--- config.mk ---
export PLATFORM = sky130hd
export DESIGN_NAME = rtc_calendar
export DESIGN_NICKNAME = d
export VERILOG_FILES = /design/src/rtl/rtc_calendar.sv
export SDC_FILE = /design/constraint.sdc
export NUM_CORES = 1
export LEC_CHECK = 0
export CORE_ASPECT_RATIO = 0.6
export CORE_MARGIN = 3
export CORE_UTILIZATION = 45
export DETAILED_ROUTE_END_ITERATION = 12
export PLACE_DENSITY = 0.71
export SYNTH_ARGS = -nofsm -noshare
export SYNTH_HDL_FRONTEND = slang
export SYNTH_SLANG_ARGS = --single-unit
export TNS_END_PERCENT = 100
--- constraint.sdc ---
create_clock -name clk -period 3.7 [get_ports clk]
set_input_delay 0.925 -clock clk [delete_from_list [all_inputs] [get_ports clk]]
set_output_delay 0.925 -clock clk [all_outputs]
set_load 0.03 [all_outputs]
--- src/rtl/rtc_calendar.sv ---
module rtc_calendar #(
  parameter int UIP_CYCLES = 8
) (
  input  logic       clk,
  input  logic       rst_n,
  input  logic       sec_tick,
  input  logic [2:0] osc_ctl,
  input  logic       set_mode,
  input  logic       bin_mode,
  input  logic       h24_mode,
  input  logic       alarm_en,
  input  logic       upd_en,
  input  logic       wr_en,
  input  logic [3:0] wr_sel,
  input  logic [7:0] wr_data,
  input  logic [3:0] rd_sel,
  output logic [7:0] rd_data,
  input  logic       flag_clr,
  output logic [7:0] status,
  output logic       irq,
  output logic       uip
);
  localparam int CW = $clog2(UIP_CYCLES + 1);
  localparam logic [3:0] S_ASEC  = 4'd7;
  localparam logic [3:0] S_AHOUR = 4'd9;

  function automatic logic [7:0] dec(input logic [7:0] v, input logic bin);
    return bin ? v : ({4'd0, v[7:4]} * 8'd10) + {4'd0, v[3:0]};
  endfunction

  function automatic logic [7:0] enc(input logic [7:0] v, input logic bin);
    return bin ? v : (((v / 8'd10) << 4) | (v % 8'd10));
  endfunction

  function automatic logic [7:0] dec_hour(input logic [7:0] v, input logic bin, input logic h24);
    logic [7:0] h;
    h = dec({1'b0, v[6:0]}, bin);
    if (!h24 && v[7]) h = h + 8'd12;
    return h;
  endfunction

  function automatic logic [7:0] enc_hour(input logic [7:0] h, input logic bin, input logic h24);
    if (h24) return enc(h, bin);
    return (h >= 8'd12 ? 8'h80 : 8'h00) | enc(h % 8'd12, bin);
  endfunction

  logic [7:0] regs [16];
  logic [7:0] t_sec, t_min, t_hour, t_dow, t_mday, t_mon, t_year;
  logic [7:0] n_sec, n_min, n_hour, n_dow, n_mday, n_mon, n_year, dim;
  logic [CW-1:0] cnt;
  logic uip_r, set_q, reload;
  logic [7:0] st;

  wire run     = osc_ctl == 3'b010;
  wire tick_ok = sec_tick && run && cnt == '0;
  wire finish  = cnt == CW'(1);
  wire leap    = t_year[1:0] == 2'b00;

  wire [7:0] d_sec  = dec(regs[0], bin_mode);
  wire [7:0] d_min  = dec(regs[1], bin_mode);
  wire [7:0] d_hour = dec_hour(regs[2], bin_mode, h24_mode);
  wire [7:0] d_dow  = dec(regs[3], bin_mode);
  wire [7:0] d_mday = dec(regs[4], bin_mode);
  wire [7:0] d_mon  = dec(regs[5], bin_mode);
  wire [7:0] d_year = dec(regs[6], bin_mode);

  wire a_sec  = regs[7][7:6] == 2'b11 || dec(regs[7], bin_mode) == t_sec;
  wire a_min  = regs[8][7:6] == 2'b11 || dec(regs[8], bin_mode) == t_min;
  wire a_hour = regs[9][7:6] == 2'b11 || dec(regs[9], bin_mode) == t_hour;
  wire alarm_hit = alarm_en && a_sec && a_min && a_hour;

  assign rd_data = regs[rd_sel];
  assign status  = st;
  assign irq     = st[7];
  assign uip     = uip_r;

  always_comb begin
    case (t_mon)
      8'd2:                     dim = leap ? 8'd29 : 8'd28;
      8'd4, 8'd6, 8'd9, 8'd11:  dim = 8'd30;
      default:                  dim = 8'd31;
    endcase
    n_sec = t_sec + 8'd1; n_min = t_min; n_hour = t_hour; n_dow = t_dow;
    n_mday = t_mday; n_mon = t_mon; n_year = t_year;
    if (t_sec >= 8'd59) begin
      n_sec = 8'd0;
      n_min = t_min + 8'd1;
      if (t_min >= 8'd59) begin
        n_min  = 8'd0;
        n_hour = t_hour + 8'd1;
        if (t_hour >= 8'd23) begin
          n_hour = 8'd0;
          n_dow  = (t_dow >= 8'd6) ? 8'd0 : t_dow + 8'd1;
          n_mday = t_mday + 8'd1;
          if (t_mday >= dim) begin
            n_mday = 8'd1;
            n_mon  = t_mon + 8'd1;
            if (t_mon >= 8'd12) begin
              n_mon  = 8'd1;
              n_year = (t_year >= 8'd99) ? 8'd0 : t_year + 8'd1;
            end
          end
        end
      end
    end
  end

  always_ff @(posedge clk) begin
    if (!rst_n) begin
      for (int i = 0; i < 16; i++) regs[i] <= 8'h00;
      regs[4] <= 8'h01;
      regs[5] <= 8'h01;
      t_sec <= '0; t_min <= '0; t_hour <= '0; t_dow <= '0;
      t_mday <= 8'd1; t_mon <= 8'd1; t_year <= '0;
      cnt <= '0; uip_r <= 1'b0; set_q <= 1'b0; reload <= 1'b0; st <= '0;
    end else begin
      set_q  <= set_mode;
      reload <= (wr_en && wr_sel < S_ASEC && !set_mode) || (set_q && !set_mode);
      if (reload) begin
        t_sec <= d_sec; t_min <= d_min; t_hour <= d_hour; t_dow <= d_dow;
        t_mday <= d_mday; t_mon <= d_mon; t_year <= d_year;
      end else if (tick_ok) begin
        t_sec <= n_sec; t_min <= n_min; t_hour <= n_hour; t_dow <= n_dow;
        t_mday <= n_mday; t_mon <= n_mon; t_year <= n_year;
      end
      if (tick_ok) begin
        cnt   <= CW'(UIP_CYCLES);
        uip_r <= !set_mode;
      end else if (finish) begin
        cnt   <= '0;
        uip_r <= 1'b0;
        if (!set_mode) begin
          regs[0] <= enc(t_sec, bin_mode);
          regs[1] <= enc(t_min, bin_mode);
          regs[2] <= enc_hour(t_hour, bin_mode, h24_mode);
          regs[3] <= enc(t_dow, bin_mode);
          regs[4] <= enc(t_mday, bin_mode);
          regs[5] <= enc(t_mon, bin_mode);
          regs[6] <= enc(t_year, bin_mode);
        end
      end else if (cnt != '0) begin
        cnt <= cnt - 1'b1;
      end
      if (set_mode) uip_r <= 1'b0;
      st <= (flag_clr ? 8'h00 : st) |
            (finish ? {alarm_hit | upd_en, 1'b0, alarm_hit, upd_en, 4'h0} : 8'h00);
      if (wr_en && wr_sel <= S_AHOUR) regs[wr_sel] <= wr_data;
    end
  end

  AST_NO_TICK_WHEN_STOPPED: assert property (@(posedge clk) disable iff (!rst_n)
    (sec_tick && !run && !reload) |=> $stable(t_sec));
  AST_UIP_INSIDE_WINDOW: assert property (@(posedge clk) disable iff (!rst_n)
    uip |-> cnt != '0);
  AST_REGS_HOLD_IN_WINDOW: assert property (@(posedge clk) disable iff (!rst_n)
    (cnt > CW'(1) && !wr_en) |=> $stable(regs[0]));
  AST_SET_BLOCKS_UIP: assert property (@(posedge clk) disable iff (!rst_n)
    set_mode |=> !uip);
  AST_ALARM_AT_WINDOW_END: assert property (@(posedge clk) disable iff (!rst_n)
    $rose(st[5]) |-> $past(cnt) == CW'(1));
  AST_UPDATE_FLAG_ENABLED: assert property (@(posedge clk) disable iff (!rst_n)
    $rose(st[4]) |-> $past(upd_en));
endmodule

== After elaboration in Yosys (flattened, before gate mapping) ==
Memories as Yosys holds them, arrays and structs flattened.
Cells that the tools add are included.

* Bitwise logic cells: 21
* Mux-type cells: 100
* Add/sub/neg operators: 19
* Div/mod/pow operators: 17
* Reduce and logical (&&, ||, !) cells: 36
* $mul: 10
* Order comparisons: 10
* Equality and inequality tests: 13

{| class="wikitable"
|+ Operator list
! kind !! count
|-
| $mux 8 || 77
|-
| $or 8x8->8 || 10
|-
| $add 8x4->8 || 9
|-
| $mod 8x4->8 const B || 9
|-
| $div 8x4->8 const B || 8
|-
| $mul 4x3->7 const B || 9
|-
| $add 8x1->8 const B || 7
|-
| $eq 8x8->1 || 3
|-
| $mux 1 || 18
|-
| $eq 8x3->1 const B || 2
|-
| $eq 8x4->1 const B || 2
|-
| $ge 8x4->1 const B || 2
|-
| $ge 8x6->1 const B || 2
|-
| $mux 4 || 4
|-
| $reduce_bool 2->1 || 7
|-
| $logic_and 1x1->1 || 10
|-
| $or 1x1->1 || 10
|-
| $add 7x4->8 || 1
|-
| $add 8x4->8 const B || 1
|-
| $eq 8x2->1 const B || 1
|-
| $ge 8x3->1 const B || 1
|-
| $ge 8x5->1 const B || 1
|-
| $ge 8x7->1 const B || 1
|-
| $ge 8x8->1 || 1
|-
| other kinds (24) || 30
|}

* Bits in writable memories: 128
* Bits in registers: 71
* Memories: 1
* Output and inout port bits: 18
* Word-level logic and storage cells: 240
* Input port bits: 29

{| class="wikitable"
|+ Memories
! name !! depth !! bits a word !! read ports !! clocked after Yosys merged registers in !! write ports !! RTL line !! RTL
|-
| regs || 16 || 8 || 11 || 0 || 16 || 47 || <nowiki>logic [7:0] regs [16];</nowiki>
|}

== Longest topological paths before layout ==
Gate-level depths: netlist of run 1.
An unclocked memory read counts as a cell.

* Word-level depth: 12
* Depth in mapped cells: 15
* Mapped depth without buffers: 14

== Worst setup path after synthesis of run 1 ==
Ideal clock, no wire load.

* Path kind: input to output
* Start: input port rd_sel[0]
* End: output port rd_data[0]
* Stages: 4
* Buffers on the path: 2
* Data required time: 2.775 ns
* Path slack: -0.044 ns
* Arrival time: 2.819 ns
* Cell sequence: clkbuf_1 buf_1 mux4_2 mux4_2

* Longest elaborated chain between the ends: 1

{| class="wikitable"
|+ Ends and longest elaborated chain
! item !! RTL line !! RTL
|-
| start: declaration || 16 || <nowiki>input logic [3:0] rd_sel,</nowiki>
|-
| $mem_v2 16x8 || n/a ||
|-
| end: declaration || 17 || <nowiki>output logic [7:0] rd_data,</nowiki>
|}

No other way between the ends.

== Final worst setup path of run 1 ==
* Start: input port rd_sel[1]
* End: output port rd_data[6]

Same word-level chain as after synthesis.

==> results of run 1 <==
[state kept, by name, indices dropped and copies added (netlist names), 3 cells and up]
| name | flops |
|---|---|
| regs | 128 |
| t_dow | 8 |
| t_hour | 8 |
| t_mday | 8 |
| t_min | 8 |
| t_mon | 8 |
| t_sec | 8 |
| t_year | 8 |
| cnt | 4 |
| status | 3 |
[worst paths after layout]
| check | startpoint | endpoint | slack [ns] | cells after the start |
|---|---|---|---|---|
| hold reg to reg | status[4]$_SDFF_PN0_ | status[4]$_SDFF_PN0_ | 0.49 | 2 |
| setup / recovery | rd_sel[1] | rd_data[6] | 0.07 | 5 |
| setup reg to reg | regs[7][7]$_SDFFCE_PN0P_ | status[5]$_SDFF_PN0_ | 0.29 | 11 |
| hold / removal | status[4]$_SDFF_PN0_ | status[4]$_SDFF_PN0_ | 0.49 | 2 |
[synthesized netlist by cell type, types with 26 or more instances]
library cell  count  area [µm²]
nor2b_1          45         282
mux4_2           40         901
edfxtp_1        128        3840
dfxtp_1          66        1320
a22oi_1          26         195
nand2b_1         34         213
and2_1           35         219
nand2_1         198         743
a211oi_1         33         248
o21ai_0         145         726
clkbuf_1         75         282
buf_1            28         105
o31ai_1          42         315
nor3_1           47         235
xor2_1           46         403
a21oi_1         108         541
buf_2            30         150
xnor2_1          68         596
nand3_1          37         185
ha_1            112        1400
inv_1            78         293
nor2_1          154         578
[worst max-delay path, cell delays in order]
cell           delay (ns)
dlygate4sd2_1        0.39
buf_8                0.27
mux4_2               0.34
mux4_2               0.56
buf_4                0.21
[routing by layer]
layer | vias up | global-route usage [%] | share of wire, %
met5 | - | 0 | 0.044
met4 | 4 | 7.35 | 2.7
met3 | 107 | 6.71 | 12
met2 | 924 | 37.3 | 41
met1 | 7825 | 41.6 | 45
li1 | 7439 | - | -
[cell type report]
type / count / share of cell area, %
clock buffers: 21 / 2.50
clock inverters: 11 / 0.485
inverters: 81 / 1.57
multi-input cells: 1633 / 60.5
flip-flops and latches: 194 / 26.7
well taps: 513 / 3.32
repair buffers: 111 / 4.96
[kinds of logic after synthesis]
group                      synth area share, %
buffers and inverters                     5.68
xor gates and xnor gates                  5.75
AOI/OAI and AO/OA                         22.9
and+or+nand+nor                           18.8
other                                   0.0212
adders and majority gates                 10.3
DFF                                       29.3
muxes                                     7.19
[stage by stage]
stage | setup TNS, ns | instances | util (%)
final | 0 | 2564 | 50.6
after global placement | -1.15 | 2531 | 49.0
after floorplan | 0 | 2061 | -
after CTS | 0 | 2563 | 50.6
after detailed placement | -1.60 | 2531 | 49.0
after global routing | 0 | 2564 | 50.6
[what timing repair did]
action,CTS,global route
gates cloned,0,1
resized for setup,4,1
setup endpoints to repair,8,2
endpoints found under the hold margin,0,0
pin swaps,0,0
hold buffers,0,0
[report_power, final]
part / leakage (µW) / switching, µW / internal [µW] / total [µW]
sequential: 0.00182 / 295 / 2510 / 2810
combinational: 0.00501 / 1080 / 790 / 1870
clock: 0.000280 / 913 / 959 / 1870
==> impl_metrics.tcl, run 1 <==
set metrics [dict create \
    wire_per_inst_um 22.2 \
    fin_nets 2198 \
    grt_pass1_wl_mm 88.3 \
    postSynthAreaPerCell_um2 8.79 \
    fin_crit_sh_pct 98.0 \
    setup_viol 0 \
    via_per_inst 6.36 \
    core_area_um2 38200 \
    synthCells 2009 \
    dp_slack_ns -0.269 \
    die_h_um 159 \
    synth_seq_area_share_pct 29.3 \
    layout_common_cells "nand2_1, nor2_1, o21ai_0" \
    peakVddDrop_mv 0.412 \
    fin_ws_ns 0.0736 \
    start_util_pct 46.2 \
    ff_latch_area_um2 5170 \
    netlist_area_um2 17700 \
    track_usage_pct 27.1 \
    via_count 16300 \
    clk_pin_slew_ns 0.07 \
    gp_congestion 0.955 \
    cts_tree "built" \
    drv_cap 0 \
    crit_type "input port to output port" \
    grt_max_degree 65 \
    yosysUniqueCellTypes 105 \
    max_freq_mhz 276 \
    fp.dieW_um 262 \
    final.min_clock_period_ns 3.63 \
    required_ns 2.77 \
    finalWirelength_mm 56.9 \
    critPathMaxFanout 26 \
    rsz0062_at_grt "no" \
    hp-class "register to register" \
    diodes 0 \
    remaining_drc_errors 0 \
    cts-root-buf "clkbuf_16" \
    drive_gt1_share_pct 10.3 \
    whs_ns 0.490 \
    cts_buffers 17 \
    antenna_found_initial 5 \
    ys_seq_elements 194 \
    worst_setup_path_start_kind "input port" \
    layout_commonest_cell "nand2_1" \
    synth_edf_count 128 \
    area_growth_pct 9.57 \
    dpl_cell_area_um2 18700 \
    die-area_um2 41700 \
    stdcell_area_um2 19300 \
    grt.overflow.total 0 \
    finalPower_uw 6550 \
    pin_count 47 \
    num-fill-cells 3531 \
    numPortBuffers 41 \
    dpl.hpwl_mm 43.3 \
    ctsLongestPathBuffers 2 \
    cp_data_arrival_time_ns 2.70 \
    report.final.slew_viol_count 0 \
    async_reset_ff_share_pct 0 \
    cts_sinks 194 \
    dr.pass1.iters 6 \
    ys_warn_count 0 \
    relSlewSlack_pct 25.1 \
    synth_flop_cell "edfxtp_1" \
    grt_pass1_vias 15000 \
    clock_skew_ns 0.0167 \
    finalHoldViolCount 0 \
    worst_setup_path_end_kind "output port" \
    htreeDepth 4 \
    powerDensity_nw_per_um2 339 \
    drt_iter0_drc 2517 \
    outcome "completed" \
    rows 55 \
    p_leak_uw 0.00710 \
    multiInputGateArea_um2 11700 \
    post-cts-setup-buffers 0 \
    final_antenna_net_count 0 \
    worstMarginPinSlew_ns 1.11 \
    clk_latency_ns 0.47 \
]
Power figures use the tool's default switching activity.
==> inputs of run 2 (changes only) <==
--- a/config.mk
+++ b/config.mk
@@ -6,10 +6,10 @@
 export NUM_CORES = 1
 export LEC_CHECK = 0
 export CORE_ASPECT_RATIO = 0.6
-export CORE_MARGIN = 3
 export CORE_UTILIZATION = 45
 export DETAILED_ROUTE_END_ITERATION = 12
 export PLACE_DENSITY = 0.71
+export SLEW_MARGIN = 15
 export SYNTH_ARGS = -nofsm -noshare
 export SYNTH_HDL_FRONTEND = slang
 export SYNTH_SLANG_ARGS = --single-unit
==> impl_metrics.tcl, run 2 (synthesis gave the netlist of run 1 again) <==
set metrics [dict create \
    worstMarginPinSlew_ns 0.953 \
    num-fill-cells 3536 \
    p_sw_uw 2340 \
    dr.pass1.iters 5 \
    layout_commonest_cell "nand2_1" \
    rows 55 \
    setup_viol 0 \
    diodes 0 \
    grt_pass1_vias 14400 \
    worst_setup_path_start_kind "input port" \
    cts_sinks 194 \
    hp-class "register to register" \
    worst_setup_path_end_kind "output port" \
    clock_skew_ns 0.0131 \
    required_ns 2.77 \
    finalHoldViolCount 0 \
    p_seq_share_pct 42.7 \
    layout_common_cells "nand2_1, nor2_1, o21ai_0" \
    fin_tns_setup_ns 0 \
    cp-endpoint "rd_data[2]" \
    htreeDepth 4 \
    cp-startpoint "rd_sel[0]" \
    whs_ns 0.489 \
    peakVddDrop_mv 0.345 \
    swShare_pct 35.4 \
    via_count 16200 \
    largest_register_ffs 128 \
    finalWirelength_mm 55.4 \
    start_util_pct 46.2 \
    final_antenna_net_count 0 \
    critPathMaxFanout 17 \
    max_freq_mhz 288 \
    clk_pin_slew_ns 0.08 \
    area_growth_pct 9.68 \
    grt_pass1_wl_mm 85.3 \
    wire_per_inst_um 21.6 \
    p_leak_uw 0.00712 \
    final_util_pct 50.7 \
    grt_max_degree 85 \
    numPortBuffers 41 \
    die-area_um2 40000 \
    drt_iter0_drc 1983 \
    relSlewSlack_pct 36.3 \
    fin_crit_sh_pct 93.8 \
    drive_gt1_share_pct 10.2 \
    clk_latency_ns 0.46 \
    antenna_found_initial 2 \
    post-cts-setup-buffers 0 \
    ff2ff_path_depth 12 \
    pin_count 47 \
    cp_data_arrival_time_ns 2.54 \
    remaining_drc_errors 0 \
    cts_buffers 17 \
    ff2ff_setup_slack_ns 0.25 \
    final.min_clock_period_ns 3.47 \
    crit_type "input port to output port" \
    rsz0062_at_grt "no" \
    rr_startpoint "regs[8][7]$_SDFFCE_PN0P_" \
    grt.overflow.total 0 \
    report.final.slew_viol_count 0 \
    drv_cap 0 \
    internal_power_uw 4270 \
    fp.dieW_um 258 \
    dpl.hpwl_mm 42.0 \
    regMostFlops "regs" \
    via_per_inst 6.31 \
    track_usage_pct 27.5 \
    fin_nets 2197 \
    clkPwrFrac_pct 29.3 \
    ctsLongestPathBuffers 2 \
    outcome "completed" \
    core_area_um2 38200 \
    whs_path_depth 2 \
    r2r-end "status[5]$_SDFF_PN0_" \
    gp_congestion 0.938 \
    die_h_um 155 \
    cts_tree "built" \
    cts-root-buf "clkbuf_16" \
    powerDensity_nw_per_um2 341 \
    combPwrFrac_pct 28.0 \
]
## run 2: cell types whose count changed in the layout (fill, tap and decap cells not counted), sizes merged, moves of 2 or more
cell / previous run / this run
clkbuf: 22 / 19
clkinvlp: 2 / 0
dlygate4sd2: 2 / 0
inv: 85 / 90
## run 2: cell type report
type | instances | area, µm² | share of cell area (%)
Timing Repair Buffer | 110 | 971 | 5.01
Clock inverter | 14 | 164 | 0.847
Inverter | 81 | 304 | 1.57
Sequential cell | 194 | 5170 | 26.7
Clock buffer | 18 | 429 | 2.22
Tap cell | 513 | 642 | 3.32
Multi-Input combinational cell | 1633 | 11700 | 60.4
## run 2: power groups by stage
| stage | clock network [µW] | logic, µW | registers [µW] |
|---|---|---|---|
| finish | 1940 | 1850 | 2820 |
| global route | 2010 | 2040 | 2830 |
| CTS | 1940 | 1830 | 2800 |
| detailed placement | 0 | 1810 | 2850 |
| global placement | 0 | 1760 | 2850 |
| floorplan | 0 | 1380 | 2670 |
## run 2: timing repair
action | in CTS | in global routing
endpoints found under the hold margin | 0 | 0
resized for setup | 0 | 1
endpoints found under the setup margin | 0 | 1
hold buffers | 0 | 0
## run 2: how the worst min path moves through the flow
stage                              start                   end  slack, ns
floorplan               set_q$_SDFF_PN0_     reload$_SDFF_PN0_       0.41
global placement    status[4]$_SDFF_PN0_  status[4]$_SDFF_PN0_       0.47
detailed placement      set_q$_SDFF_PN0_     reload$_SDFF_PN0_       0.47
CTS                 status[4]$_SDFF_PN0_  status[4]$_SDFF_PN0_       0.50
global route        status[4]$_SDFF_PN0_  status[4]$_SDFF_PN0_       0.52
finish              status[4]$_SDFF_PN0_  status[4]$_SDFF_PN0_       0.49
## run 2: stage by stage
stage	setup slack, ns	std cells	power, µW	instance area, µm²
after floorplan	0.232	2061	4050	17900
after global placement	0.0426	2530	4600	18700
after detailed placement	0.0350	2530	4660	18700
after CTS	0.0325	2562	6570	19300
after global routing	0.0342	2563	6880	19400
final	0.231	2563	6610	19400
## run 2: layer usage
layer / GRT usage (%) / share of wire, %
met1: 42.3 / 45
met2: 38.4 / 40
met3: 5.51 / 13
met4: 7.19 / 2.2
met5: 0 / 0.032
## run 2: critical path: stages
cell	delay (ns)
buf_2	0.13
buf_12	0.19
mux4_2	0.52
mux4_2	0.56
buf_4	0.21
